==> config.mk <==
export PLATFORM = sky130hd
export DESIGN_NAME = udma_ctrl_unit
export DESIGN_NICKNAME = d
export VERILOG_FILES = /design/src/rtl/udma_cu_pkg.sv /design/src/rtl/udma_seq_guard.sv /design/src/rtl/udma_status_track.sv /design/src/rtl/udma_ctrl_unit.sv
export SDC_FILE = /design/constraint.sdc
export NUM_CORES = 1
export LEC_CHECK = 0
export BUFFER_PORTS_ARGS = -buffer_cell sky130_fd_sc_hd__buf_2
export CAP_MARGIN = 20
export CORE_MARGIN = 2
export CORE_UTILIZATION = 48
export CTS_CLUSTER_DIAMETER = 200
export CTS_CLUSTER_SIZE = 40
export DETAILED_ROUTE_END_ITERATION = 16
export GPL_TIMING_DRIVEN = 0
export HOLD_SLACK_MARGIN = 0.08
export PLACE_DENSITY = 0.79
export SLEW_MARGIN = 20
export SYNTH_ARGS = -nofsm -noshare
export SYNTH_HDL_FRONTEND = slang
export SYNTH_SLANG_ARGS = --single-unit
==> constraint.sdc <==
create_clock -name clk -period 1.51 [get_ports clk]
set_input_delay 0.2265 -clock clk [delete_from_list [all_inputs] [get_ports clk]]
set_output_delay 0.2265 -clock clk [all_outputs]
set_load 0.02 [all_outputs]
==> src/rtl/udma_cu_pkg.sv <==
package udma_cu_pkg;
    localparam int DATA_W   = 32;
    localparam int ADDR_W   = 2;
    localparam int MODE_W   = 4;
    localparam int HOLD_W   = 2;
    localparam int SAVE_W   = MODE_W + HOLD_W;
    localparam int CFG_W    = 4 + SAVE_W;
    localparam int CTRL_W   = 7;
    localparam int N_ERR    = 4;

    localparam logic [ADDR_W-1:0] A_CTRL = 2'd0;
    localparam logic [ADDR_W-1:0] A_CFG  = 2'd1;
    localparam logic [ADDR_W-1:0] A_OP   = 2'd2;
    localparam logic [ADDR_W-1:0] A_STAT = 2'd3;

    localparam int B_INTRQ = 9;
    localparam int B_SEQ   = 8;
    localparam int B_DREQ  = 16;
    localparam int B_EINT  = 17;
    localparam int B_BUSY  = 18;
    localparam int B_NDO   = 24;
    localparam int B_NDI   = 25;
    localparam int B_N4X   = 26;

    localparam logic [CTRL_W-1:0] CTRL_IDLE = 7'h63;

    typedef enum logic [1:0] {
        COND_IDLE   = 2'd0,
        COND_ACTIVE = 2'd1,
        COND_INTR   = 2'd2,
        COND_ERR    = 2'd3
    } cond_e;

    typedef enum logic [1:0] {
        ARM_NONE,
        ARM_WRITTEN,
        ARM_CHECKED
    } arm_e;
endpackage

==> src/rtl/udma_seq_guard.sv <==
module udma_seq_guard
    import udma_cu_pkg::*;
(
    input  logic clk,
    input  logic rst_n,
    input  logic op_wr,
    input  logic op_rd,
    input  logic wr_uen,
    input  logic wr_dir,
    input  logic force_idle,
    output logic accept,
    output logic reject
);
    typedef struct packed {
        arm_e stage;
        logic dir;
    } guard_t;

    guard_t q, d;

    always_comb begin
        d      = q;
        accept = op_wr && wr_uen && (q.stage == ARM_CHECKED) && (wr_dir == q.dir);
        reject = op_wr && wr_uen && !accept;
        if (force_idle) begin
            d.stage = ARM_NONE;
        end else if (op_wr && !wr_uen) begin
            d.stage = ARM_WRITTEN;
            d.dir   = wr_dir;
        end else if (op_wr) begin
            d.stage = ARM_NONE;
        end else if (op_rd && q.stage == ARM_WRITTEN) begin
            d.stage = ARM_CHECKED;
        end
    end

    always_ff @(posedge clk) begin
        if (!rst_n) q <= '{stage: ARM_NONE, dir: 1'b0};
        else        q <= d;
    end
endmodule

==> src/rtl/udma_status_track.sv <==
module udma_status_track
    import udma_cu_pkg::*;
(
    input  logic              clk,
    input  logic              rst_n,
    input  logic [N_ERR-1:0]  err_in,
    input  logic              dreq,
    input  logic              busy,
    input  logic              intrq,
    input  logic              seq_bad,
    input  logic              clear,
    output logic [DATA_W-1:0] status,
    output logic [1:0]        cond,
    output logic              err_now
);
    typedef struct packed {
        logic [N_ERR-1:0] err;
        logic             seq;
    } held_t;

    held_t q, d;
    cond_e code;

    always_comb begin
        d     = q;
        if (clear) d = '0;
        d.err = d.err | err_in;
        d.seq = d.seq | seq_bad;

        err_now = |err_in;

        if (|q.err)           code = COND_ERR;
        else if (intrq)       code = COND_INTR;
        else if (busy || dreq) code = COND_ACTIVE;
        else                  code = COND_IDLE;
        cond = code;

        status         = '0;
        status[B_SEQ]  = q.seq;
        status[B_DREQ] = dreq;
        status[B_EINT] = q.err[0];
        status[B_BUSY] = busy;
        status[B_NDO]  = q.err[1];
        status[B_NDI]  = q.err[2];
        status[B_N4X]  = q.err[3];
    end

    always_ff @(posedge clk) begin
        if (!rst_n) q <= '0;
        else        q <= d;
    end
endmodule

==> src/rtl/udma_ctrl_unit.sv <==
module udma_ctrl_unit
    import udma_cu_pkg::*;
(
    input  logic              clk,
    input  logic              rst_n,
    input  logic              bus_wr,
    input  logic              bus_rd,
    input  logic [ADDR_W-1:0] bus_addr,
    input  logic [DATA_W-1:0] bus_wdata,
    output logic [DATA_W-1:0] bus_rdata,
    output logic              bus_rvalid,
    input  logic              stop_req,
    input  logic              dev_intrq,
    input  logic              eng_dreq,
    input  logic              eng_busy,
    input  logic              eng_done,
    input  logic              eng_err_int,
    input  logic              eng_err_ndo,
    input  logic              eng_err_ndi,
    input  logic              eng_err_n4x,
    output logic              eng_enable,
    output logic              eng_dir,
    output logic              cs0_n,
    output logic              cs1_n,
    output logic [2:0]        da,
    output logic              rd_strobe_n,
    output logic              wr_strobe_n,
    output logic              cfg_enable,
    output logic [2:0]        cfg_xfer_sel,
    output logic [MODE_W-1:0] cfg_mode,
    output logic [HOLD_W-1:0] cfg_hold,
    output logic [1:0]        cond
);
    typedef struct packed {
        logic [CTRL_W-1:0] ctrl;
        logic [CFG_W-1:0]  cfg;
        logic              uen;
        logic              rwop;
        logic [SAVE_W-1:0] saved;
        logic [DATA_W-1:0] rd_data;
        logic              rd_valid;
    } regs_t;

    regs_t q, d;

    logic              op_wr, op_rd, op_clear;
    logic              accept, reject, err_now;
    logic [DATA_W-1:0] status;
    logic [DATA_W-1:0] rd_mux;

    assign op_wr    = bus_wr && (bus_addr == A_OP);
    assign op_rd    = bus_rd && (bus_addr == A_OP);
    assign op_clear = stop_req || (op_wr && (bus_wdata[1:0] == 2'b00));

    udma_seq_guard guard_i (
        .clk        (clk),
        .rst_n      (rst_n),
        .op_wr      (op_wr && !stop_req),
        .op_rd      (op_rd),
        .wr_uen     (bus_wdata[0]),
        .wr_dir     (bus_wdata[1]),
        .force_idle (stop_req),
        .accept     (accept),
        .reject     (reject)
    );

    udma_status_track status_i (
        .clk     (clk),
        .rst_n   (rst_n),
        .err_in  ({eng_err_n4x, eng_err_ndi, eng_err_ndo, eng_err_int}),
        .dreq    (eng_dreq),
        .busy    (eng_busy),
        .intrq   (dev_intrq),
        .seq_bad (reject && !stop_req),
        .clear   (op_clear),
        .status  (status),
        .cond    (cond),
        .err_now (err_now)
    );

    always_comb begin
        rd_mux = '0;
        case (bus_addr)
            A_CTRL: begin
                rd_mux[CTRL_W-1:0] = q.ctrl;
                rd_mux[B_INTRQ]    = dev_intrq;
            end
            A_CFG:  rd_mux[CFG_W-1:0] = q.cfg;
            A_OP:   rd_mux[1:0] = {q.rwop, q.uen};
            default: rd_mux = status;
        endcase
    end

    always_comb begin
        d          = q;
        d.rd_valid = 1'b0;
        if (bus_rd) begin
            d.rd_valid = 1'b1;
            d.rd_data  = rd_mux;
        end

        if (eng_done || err_now) d.uen = 1'b0;

        if (stop_req) begin
            d.uen  = 1'b0;
            d.rwop = 1'b0;
            d.ctrl = q.ctrl | CTRL_IDLE;
            d.cfg  = {q.saved, 4'b0011};
        end else if (bus_wr) begin
            case (bus_addr)
                A_CTRL: d.ctrl = bus_wdata[CTRL_W-1:0];
                A_CFG: begin
                    d.cfg = bus_wdata[CFG_W-1:0];
                    if (bus_wdata[1]) d.saved = bus_wdata[CFG_W-1:4];
                end
                A_OP: begin
                    if (!bus_wdata[0]) begin
                        d.uen  = 1'b0;
                        d.rwop = bus_wdata[1];
                    end else if (accept) begin
                        d.uen  = 1'b1;
                        d.rwop = bus_wdata[1];
                    end
                end
                default: ;
            endcase
        end
    end

    always_ff @(posedge clk) begin
        if (!rst_n) begin
            q      <= '0;
            q.ctrl <= CTRL_IDLE;
        end else begin
            q <= d;
        end
    end

    assign bus_rdata    = q.rd_data;
    assign bus_rvalid   = q.rd_valid;
    assign eng_enable   = q.uen;
    assign eng_dir      = q.rwop;
    assign cs0_n        = q.ctrl[0];
    assign cs1_n        = q.ctrl[1];
    assign da           = q.ctrl[4:2];
    assign rd_strobe_n  = q.ctrl[5];
    assign wr_strobe_n  = q.ctrl[6];
    assign cfg_enable   = q.cfg[0];
    assign cfg_xfer_sel = q.cfg[3:1];
    assign cfg_mode     = q.cfg[4+MODE_W-1:4];
    assign cfg_hold     = q.cfg[CFG_W-1:4+MODE_W];
endmodule

==> results.sh, run 1 <==
export IMPL_grt_pass1_vias=1871
export IMPL_top_layer="met4"
export IMPL_synth_warnings=0
export IMPL_overflow=0
export IMPL_cp_slowest_cell="dfxtp_2"
export IMPL_multi_input_area_um2=1150
export IMPL_yosys_top_cells_area="dfxtp_1 40%, buf_4 14%, mux2i_1 13%, nor2b_1 4.0%, a21oi_1 2.4%"
export IMPL_grtUsageTotal_pct=18.5
export IMPL_power_share_combinational_pct=16.5
export IMPL_clock_latency_ns=0.30
export IMPL_setup_viol=0
export IMPL_drtPass1Iterations=4
export IMPL_num_rows=26
export IMPL_rsz0062_at_grt="true"
export IMPL_worstPathCellList="nor4_4 -> o21ai_1 -> buf_2"
export IMPL_leakage_nw=1.44
export IMPL_cts_root_buffer="clkbuf_8"
export IMPL_clkSinkCount=50
export IMPL_synth_top_cell_by_area="dfxtp_1"
export IMPL_die_y_um=76.2
export IMPL_wire_per_inst_um=12.2
export IMPL_fillCellCount=481
export IMPL_critPathCaptureType="output pin"
export IMPL_die_w_um=76.2
export IMPL_cp_arrival_ns=1.20
export IMPL_hp_class="in -> reg"
export IMPL_hold_ws_ns=0.170
export IMPL_drc=0
export IMPL_tightest_slew_ns=0.598
export IMPL_synth_area_um2=2500
export IMPL_p_clk_share_pct=30.5
export IMPL_yosysTopAreaCellShare_pct=40.0
export IMPL_antenna_found_initial=0
export IMPL_globalplace_congestion=0.809
export IMPL_numPlacedInstances=414
export IMPL_fin_crit_sh_pct=94.5
export IMPL_syn_inst=271
export IMPL_grt_pass1_wl_um=8760
export IMPL_area_growth_pct=21.8
export IMPL_fin_ws_ns=0.0836
export IMPL_layout_area_seq_um2=1000
export IMPL_nets=398
export IMPL_maxSlewViolCount=0
export IMPL_intPower_mw=1.92
export IMPL_seq_area_frac_synth_pct=40.0
export IMPL_drive_gt1_share_pct=36.4
export IMPL_switching_share_pct=26.9
export IMPL_cts_tree="done"
export IMPL_final_setup_skew_ns=0.00917
export IMPL_path_class="reg -> out"
export IMPL_ys_ff_latch=50
export IMPL_synthFlopType="dfxtp_1"
export IMPL_ys_top_cells_by_count="50 x dfxtp_1, 46 x buf_4, 33 x mux2i_1, 16 x nor2b_1, 15 x nand2_1"
export IMPL_dpl_hpwl_um=3970
export IMPL_worst_path_max_fanout=3
export IMPL_start_util_pct=49.3
export IMPL_diodes=0
export IMPL_cts_buffers_inserted=5
export IMPL_vdd_drop_max_mv=0.592
export IMPL_synthDistinctLibCells=36
export IMPL_yosysMostFrequentCell="dfxtp_1"
export IMPL_synthArstFlopShare_pct=0
export IMPL_synth_edf_count=0
export IMPL_vias_per_cell=4.74
export IMPL_wl_met2_um=2430
export IMPL_postRouteWirelength_um=5150
export IMPL_outcome="finished clean"
export IMPL_fmax_ghz=0.701
export IMPL_hold_viol_final=0
export IMPL_clk_pin_slew_ns=0.09
export IMPL_critPathLaunchType="flip-flop"
export IMPL_fin_util_pct=60.1
export IMPL_io_pins=101
export IMPL_grt_max_degree=16
export IMPL_p_sw_mw=0.709
export IMPL_critPathRequiredTime_ns=1.28
export IMPL_port_buffers=58
export IMPL_max_cap_violations=0
export IMPL_drt_iter0_markers=86
export IMPL_crit_buf_inv=1
export IMPL_ant_nets=0
export IMPL_wl_met3_um=279
export IMPL_fp_dieArea_um2=5810
export IMPL_coreArea_um2=5070
export IMPL_synth_avg_cell_area_um2=9.23
export IMPL_p_seq_share_pct=53.0
export IMPL_max_stage_delay_ns=0.35
export IMPL_vias=1999
export IMPL_p_per_area_nw_per_um2=863
export IMPL_htreeDepth=2
export IMPL_post_route_min_period_ns=1.43
export IMPL_dpl_worst_slack_ns=-0.00554
export IMPL_clock_path_buffers=2
export IMPL_relSlewSlack_pct=60.1
export IMPL_met1_length_um=2360
export IMPL_cp_top_family="flip-flops"
export IMPL_fin_cells=422
==> power by group through the flow <==
stage | clock network (mW) | registers [mW] | logic (mW)
finish | 0.801 | 1.39 | 0.435
global route | 0.878 | 1.40 | 0.475
CTS | 0.821 | 1.39 | 0.435
detailed placement | 0 | 1.42 | 0.431
global placement | 0 | 1.42 | 0.424
floorplan | 0 | 1.42 | 0.311
==> through the flow <==
stage | cell area (µm²) | TNS (ns) | power, mW
3_3_place_gp | 2940 | 0 | 1.84
5_1_grt | 3050 | -0.0260 | 2.75
3_5_place_dp | 2940 | -0.0101 | 1.85
2_1_floorplan | 2560 | 0 | 1.73
4_1_cts | 3050 | 0 | 2.65
6_report | 3050 | 0 | 2.63
==> worst paths after layout <==
path	from	end	slack, ns	depth (start not counted)
worst max register to register	guard_i.q[0]$_SDFFE_PN0P_	eng_enable$_SDFF_PP0_	0.14	4
worst max-delay path	status_i.status[26]$_SDFF_PN0_	cond[0]	0.08	3
worst min register to register	bus_rdata[7]$_SDFFE_PN0P_	bus_rdata[7]$_SDFFE_PN0P_	0.49	2
worst min-delay path	eng_err_n4x	status_i.status[26]$_SDFF_PN0_	0.17	3
==> per-layer routing <==
| metal | global-route usage (%) | vias up |
|---|---|---|
| met5 | 0 | - |
| met3 | 4.27 | 9 |
| li1 | - | 1012 |
| met4 | 6.00 | 0 |
| met1 | 23.9 | 910 |
| met2 | 30.8 | 68 |
==> cells by family (layout without fill, tap and decap cells) <==
logic type                after synthesis  count (layout)  share of synthesized area [%]
and+or+nand+nor                        75              75                           18.5
buffers and inverters                  66             132                           16.9
DFF                                    50              50                           40.0
AOI/OAI and AO/OA                      44              44                           10.4
muxes                                  34              34                           13.7
other                                   1              16                          0.150
xor gates and xnor gates                1               1                          0.350
==> worst reg2reg max path, cell delays in order, from the launching register on <==
cell and delay, ns:
dfxtp_1 0.32, xor2_1 0.16, or3b_1 0.39, o31a_1 0.30, nor3_2 0.13
==> flip-flops by register name, summed over array words and instances (netlist names), 2 cells and up <==
signal / count
cfg_hold: 2
status_i.status: 5
guard_i.q: 3
da: 3
q: 6
cfg_xfer_sel: 3
bus_rdata: 16
cfg_mode: 4
==> layout by cell type (no fill, tap or decap), types with 2 or more instances in the layout <==
cell type	count
buf_2	61
dfxtp_1	48
buf_4	46
mux2i_1	33
nor2b_1	16
conb_1	16
nand2_1	15
nor2_1	12
a21oi_1	12
o21ai_0	10
inv_1	9
and2_1	9
clkbuf_1	8
o22ai_1	7
clkbuf_8	6
a31oi_1	5
nand2b_1	3
nand3_1	3
o21a_1	3
nor3b_4	2
a21boi_0	2
or2_2	2
nand3b_1	2
and3_1	2
a211oi_1	2
dfxtp_2	2
==> repair_timing <==
item / in CTS / in global routing
setup buffers: 0 / 0
endpoints found under the setup margin: 2 / 2
hold buffers: 0 / 0
gates resized for setup: 2 / 3
pin swaps: 0 / 1
gates cloned: 0 / 0
==> area by class of cell <==
cell class	count	share of cell area [%]
Buffer	57	12.8
Clock buffer	6	2.71
Clock inverter	2	0.410
Inverter	9	1.11
Multi-Input combinational cell	170	37.7
Sequential cell	50	32.9
Tap cell	70	2.87
Timing Repair Buffer	58	9.52
Power figures use the tool's default switching activity.
==> inputs of run 2 (changes only) <==
CORE_UTILIZATION = 53   (was 48)
PLACE_DENSITY = 0.82   (was 0.79)
SYNTH_HIERARCHICAL = 1   (was unset)
==> run 2 against run 1 <==
Routed wire length rose by 45%. Worst setup slack got worse by 0.034 ns. Final area rose by 39%. Flip-flop and latch count rose by 16. Via count rose by 42%. Final cell count rose by 40%. Largest cell class unchanged. Highest routed layer unchanged.
==> results.sh, run 2 <==
export IMPL_hp_class="in -> reg"
export IMPL_nets=556
export IMPL_die_y_um=84.5
export IMPL_htreeDepth=3
export IMPL_synth_area_um2=3440
export IMPL_rsz0062_at_grt="false"
export IMPL_seq_area_frac_synth_pct=38.4
export IMPL_synth_top_cell_by_area="dfxtp_1"
export IMPL_p_seq_share_pct=49.4
export IMPL_fin_crit_sh_pct=96.7
export IMPL_cts_buffers_inserted=9
export IMPL_yosysMostFrequentCell="buf_4"
export IMPL_fmax_ghz=0.685
export IMPL_num_rows=29
export IMPL_final_setup_skew_ns=0.00724
export IMPL_clock_path_buffers=2
export IMPL_port_buffers=76
export IMPL_ant_nets=0
export IMPL_wire_per_inst_um=12.6
export IMPL_yosysTopAreaCellShare_pct=38.4
export IMPL_ys_ff_latch=66
export IMPL_hold_ws_ns=0.110
export IMPL_outcome="finished clean"
export IMPL_crit_buf_inv=1
export IMPL_drive_gt1_share_pct=37.6
export IMPL_setup_viol=0
export IMPL_clock_latency_ns=0.34
export IMPL_grtUsageTotal_pct=21.1
export IMPL_grt_max_degree=20
export IMPL_max_stage_delay_ns=0.34
export IMPL_layout_commonest_cell="buf_2"
export IMPL_drc=0
export IMPL_grt_pass1_vias=2698
export IMPL_leakage_nw=1.97
export IMPL_postRouteWirelength_um=7440
export IMPL_post_route_min_period_ns=1.46
export IMPL_grt_pass1_wl_um=12200
export IMPL_tightest_slew_ns=0.732
export IMPL_r2r_cells=5
export IMPL_worst_path_max_fanout=3
export IMPL_p_per_area_nw_per_um2=877
export IMPL_max_cap_violations=0
export IMPL_diodes=0
export IMPL_drt_iter0_markers=118
export IMPL_p_sw_mw=0.978
export IMPL_path_class="reg -> out"
export IMPL_critPathCaptureType="output pin"
export IMPL_critPathLaunchType="flip-flop"
export IMPL_io_pins=101
export IMPL_hold_viol_final=0
export IMPL_synthArstFlopShare_pct=0
export IMPL_vdd_drop_max_mv=0.559
export IMPL_clkSinkCount=66
export IMPL_drtPass1Iterations=4
export IMPL_p_clk_share_pct=35.3
export IMPL_area_growth_pct=23.3
export IMPL_antenna_found_initial=0
export IMPL_die_w_um=84.5
export IMPL_cts_tree="done"
export IMPL_start_util_pct=54.4
export IMPL_synth_avg_cell_area_um2=8.70
export IMPL_whs_path_depth=2
export IMPL_synthFlopType="dfxtp_1"
export IMPL_worstPathCellList="nor4_4 -> nand2b_1 -> buf_2"
export IMPL_vias_per_cell=4.82
export IMPL_vias=2843
export IMPL_power_share_combinational_pct=15.3
export IMPL_globalplace_congestion=0.845
export IMPL_cts_root_buffer="clkbuf_8"
export IMPL_clk_pin_slew_ns=0.06
export IMPL_syn_inst=395
export IMPL_final_cell_mix="82 x buf_2, 76 x buf_4, 65 x dfxtp_1"
export IMPL_cp_arrival_ns=1.23
export IMPL_intPower_mw=2.74
export IMPL_synth_warnings=6
export IMPL_yosys_top_cells_area="dfxtp_1 38%, buf_4 16%, nor2b_1 9.8%, mux2i_1 5.8%, nand2_1 5.0%"
export IMPL_fp_dieArea_um2=7150
export IMPL_overflow=0
export IMPL_switching_share_pct=26.3
export IMPL_largest_reg_flops=32
export IMPL_holdBufCountCts=0
export IMPL_fin_setup_tns_ns=0
export IMPL_cp_slowest_cell="dfxtp_2"
export IMPL_synthDistinctLibCells=41
export IMPL_maxSlewViolCount=0
export IMPL_relSlewSlack_pct=50.8
export IMPL_critPathRequiredTime_ns=1.28
export IMPL_synth_edf_count=0
export IMPL_coreArea_um2=6310
export IMPL_dpl_hpwl_um=5390
export IMPL_ys_top_cells_by_count="72 x buf_4, 66 x dfxtp_1, 54 x nor2b_1, 46 x nand2_1, 27 x a21oi_1"
export IMPL_cp_top_family="simple AND/OR/NAND/NOR gates"
export IMPL_crit_cells=3
run 2: cell count changes in the layout (fill, tap and decap cells not counted), sizes merged, moves of 9 or more:
cell   before  now
conb       16   25
a21oi      12   27
nor2b      17   54
mux2i      33   20
nand2      15   47
buf       107  161
dfxtp      50   66
run 2: metal layers:
layer	vias up	wire [µm]	GRT usage, %
li1	1444	-	-
met1	1317	3310	27.9
met5	-	0	0
met2	70	3610	34.3
met3	12	423	3.93
met4	0	90	8.37
run 2: area by class of cell:
class / instances / area, µm²
tap: 77 / 96.3
fill: 553 / 2080
timing repair buffer: 81 / 418
clock inverter: 3 / 15.0
multi-input combinational: 257 / 1570
clock buffer: 12 / 155
inverter: 4 / 15.0
buffer: 90 / 643
sequential: 66 / 1320
run 2: kinds of logic (layout without fill, tap and decap cells):
| logic type | Yosys count | in the layout | share of synthesized area [%] |
|---|---|---|---|
| AND/OR/NAND/NOR | 140 | 140 | 23.1 |
| other | 1 | 25 | 0.109 |
| buffers and inverters | 96 | 190 | 19.3 |
| AO/OA/AOI/OAI | 69 | 69 | 11.7 |
| flip-flops | 66 | 66 | 38.4 |
| XOR/XNOR | 1 | 1 | 0.255 |
| multiplexers | 22 | 22 | 7.13 |
run 2: final timing paths:
kind,start,endpoint,slack [ns]
setup / recovery,status_i/status[26]$_SDFF_PN0_,cond[1],0.05
hold / removal,eng_err_ndo,status_i/status[24]$_SDFF_PN0_,0.11
setup reg to reg,guard_i/q[0]$_SDFFE_PN0P_,eng_dir$_SDFFE_PP0P_,0.19
hold reg to reg,q[37]$_SDFFE_PN0P_,q[37]$_SDFFE_PN0P_,0.46
run 2: per-stage QoR:
step / instances / instance area (µm²) / power, mW / worst slack [ns] / util (%)
global route: 590 / 4240 / 3.87 / 0.0117 / 67.1
global placement: 572 / 4030 / 2.42 / -0.534 / 63.9
CTS: 588 / 4230 / 3.72 / 0.000273 / 66.9
floorplan: 419 / 3550 / 2.27 / -0.297 / -
detailed placement: 572 / 4030 / 2.43 / -0.560 / 63.9
finish: 590 / 4240 / 3.72 / 0.0498 / 67.1
run 2: power by group through the flow:
stage	combinational, mW	sequential, mW	clock [mW]
floorplan	0.404	1.87	0
global placement	0.554	1.87	0
detailed placement	0.562	1.87	0
CTS	0.568	1.84	1.32
global route	0.619	1.84	1.41
finish	0.568	1.84	1.31
run 2: what timing repair did:
| action | CTS | global route |
|---|---|---|
| pin swaps | 1 | 4 |
| hold endpoints to repair | 0 | 0 |
| endpoints found under the setup margin | 9 | 4 |
| buffers inserted | 2 | 3 |
| resized for setup | 2 | 3 |
run 2: worst reg2reg max path, delay by kind of cell (launching register included):
kind	cells	cell delay (ns)
flops	1	0.32
compound gates	2	0.31
simple gates	2	0.40
xor+xnor	1	0.18
==> inputs of run 3 (changes only) <==
REMOVE_ABC_BUFFERS = 1   (was unset)
==> run 3 against run 2 <==
Global-route usage shrank 1.7 points. Die area is the same. Core utilization shrank 9.3 points. Routed wire length shrank 6.2%. Largest power group unchanged.
==> results.sh, run 3 (synthesis gave the netlist of run 2 again) <==
export IMPL_outcome="finished clean"
export IMPL_grt_pass1_wl_um=11200
export IMPL_path_class="reg -> out"
export IMPL_die_y_um=84.5
export IMPL_multi_input_area_um2=1580
export IMPL_top_layer="met4"
export IMPL_max_cap_violations=0
export IMPL_fin_setup_tns_ns=0
export IMPL_final_cell_mix="74 x buf_2, 64 x dfxtp_1, 53 x nor2b_1"
export IMPL_drive_gt1_share_pct=27.8
export IMPL_hold_start="eng_err_ndo"
export IMPL_nets=470
export IMPL_grt_pass1_vias=2415
export IMPL_globalplace_congestion=0.830
export IMPL_r2r_start="guard_i/q[0]$_SDFFE_PN0P_"
export IMPL_clock_path_buffers=2
export IMPL_largest_reg_flops=32
export IMPL_fmax_ghz=0.682
export IMPL_num_rows=29
export IMPL_overflow=0
export IMPL_holdPathEnd="status_i/status[24]$_SDFF_PN0_"
export IMPL_fin_crit_sh_pct=97.1
export IMPL_clk_pin_slew_ns=0.07
export IMPL_met1_length_um=3140
export IMPL_postRouteWirelength_um=6980
export IMPL_critPathRequiredTime_ns=1.28
export IMPL_wl_met2_um=3350
export IMPL_grtUsageTotal_pct=19.5
export IMPL_cts_tree="done"
export IMPL_hold_viol_final=0
export IMPL_drt_iter0_markers=78
export IMPL_dpl_worst_slack_ns=-0.636
export IMPL_vdd_drop_max_mv=0.671
export IMPL_stdcell_area_um2=3650
export IMPL_p_per_area_nw_per_um2=975
export IMPL_tightest_slew_ns=0.638
export IMPL_wl_met3_um=407
export IMPL_leakage_nw=1.55
export IMPL_numPlacedInstances=482
export IMPL_fillCellCount=581
export IMPL_start_util_pct=54.4
export IMPL_whs_path_depth=2
export IMPL_io_pins=101
export IMPL_grt_max_degree=70
export IMPL_cts_root_buffer="clkbuf_8"
export IMPL_place_area_um2=3370
export IMPL_rrSetupSlack_ns=0.18
export IMPL_vias_per_cell=5.11
export IMPL_relSlewSlack_pct=57.4
export IMPL_wire_per_inst_um=13.8
export IMPL_drc=0
export IMPL_htreeDepth=3
export IMPL_maxSlewViolCount=0
export IMPL_clkSinkCount=66
export IMPL_hp_class="in -> reg"
export IMPL_final_setup_skew_ns=0.00712
export IMPL_worst_path_max_fanout=3
export IMPL_coreArea_um2=6310
export IMPL_critPathCaptureType="output pin"
export IMPL_layout_commonest_cell="buf_2"
export IMPL_ant_nets=0
export IMPL_vias=2580
export IMPL_post_route_min_period_ns=1.47
export IMPL_drtPass1Iterations=4
export IMPL_antenna_found_initial=0
export IMPL_area_growth_pct=6.26
export IMPL_layout_area_seq_um2=1320
export IMPL_die_w_um=84.5
export IMPL_cts_buffers_inserted=9
export IMPL_diodes=0
export IMPL_cp_arrival_ns=1.24
export IMPL_port_buffers=78
export IMPL_rsz0062_at_grt="true"
export IMPL_r2r_cells=5
export IMPL_r2r_end="eng_dir$_SDFFE_PP0P_"
export IMPL_fin_cells=505
export IMPL_critPathLaunchType="flip-flop"
export IMPL_fp_dieArea_um2=7150
export IMPL_dpl_hpwl_um=4470
export IMPL_fin_ws_ns=0.0438
export IMPL_setup_viol=0
export IMPL_clock_latency_ns=0.34
-- run 3: cell count changes in the layout (fill, tap and decap cells not counted), moves of 2 or more --
| cell | previous run | this run |
|---|---|---|
| clkbuf_4 | 0 | 2 |
| buf_2 | 82 | 74 |
| buf_4 | 76 | 7 |
| clkbuf_1 | 11 | 3 |
-- run 3: power breakdown --
part           switching (mW)  internal (mW)
sequential             0.0367           1.80
clock                   0.642          0.634
combinational           0.273          0.176
-- run 3: timing repair --
| action | 4_1_cts | 5_1_grt |
|---|---|---|
| hold buffers | 0 | 0 |
| buffers inserted | 2 | 5 |
| pin swaps | 2 | 5 |
| resized for setup | 9 | 10 |
| endpoints found under the setup margin | 21 | 16 |
-- run 3: worst max-delay path by stage --
stage | start | endpoint
floorplan | bus_addr[0] | eng_dir$_SDFFE_PP0P_
global placement | bus_addr[1] | eng_dir$_SDFFE_PP0P_
detailed placement | bus_addr[1] | eng_dir$_SDFFE_PP0P_
CTS | status_i/status[26]$_SDFF_PN0_ | cond[0]
global route | status_i/status[26]$_SDFF_PN0_ | cond[0]
finish | status_i/status[26]$_SDFF_PN0_ | cond[0]
-- run 3: layer usage --
metal	vias up	track usage (%)
li1	1274	-
met1	1199	25.1
met2	99	32.1
met3	8	3.93
met4	0	7.65
met5	-	0
-- run 3: cell type report --
| class | instances | area share [%] |
|---|---|---|
| multi-input cells | 257 | 43.4 |
| flip-flops and latches | 66 | 36.2 |
| repair buffers | 85 | 12.8 |
| clock buffers | 13 | 4.08 |
| well taps | 77 | 2.64 |
| clock inverters | 3 | 0.411 |
| inverters | 4 | 0.411 |
-- run 3: critical path, cell delays in order, from the launching register on --
cell     delay, ns
dfxtp_2       0.34
nor4_4        0.31
o21ai_1       0.09
buf_2         0.17
-- run 3: stage by stage --
stage | utilization, % | hold WS, ns | total power, mW
floorplan | - | 0.327 | 2.10
global route | 57.8 | 0.121 | 3.72
global placement | 53.3 | 0.439 | 2.28
finish | 57.8 | 0.120 | 3.56
detailed placement | 53.3 | 0.452 | 2.29
CTS | 56.8 | 0.106 | 3.57
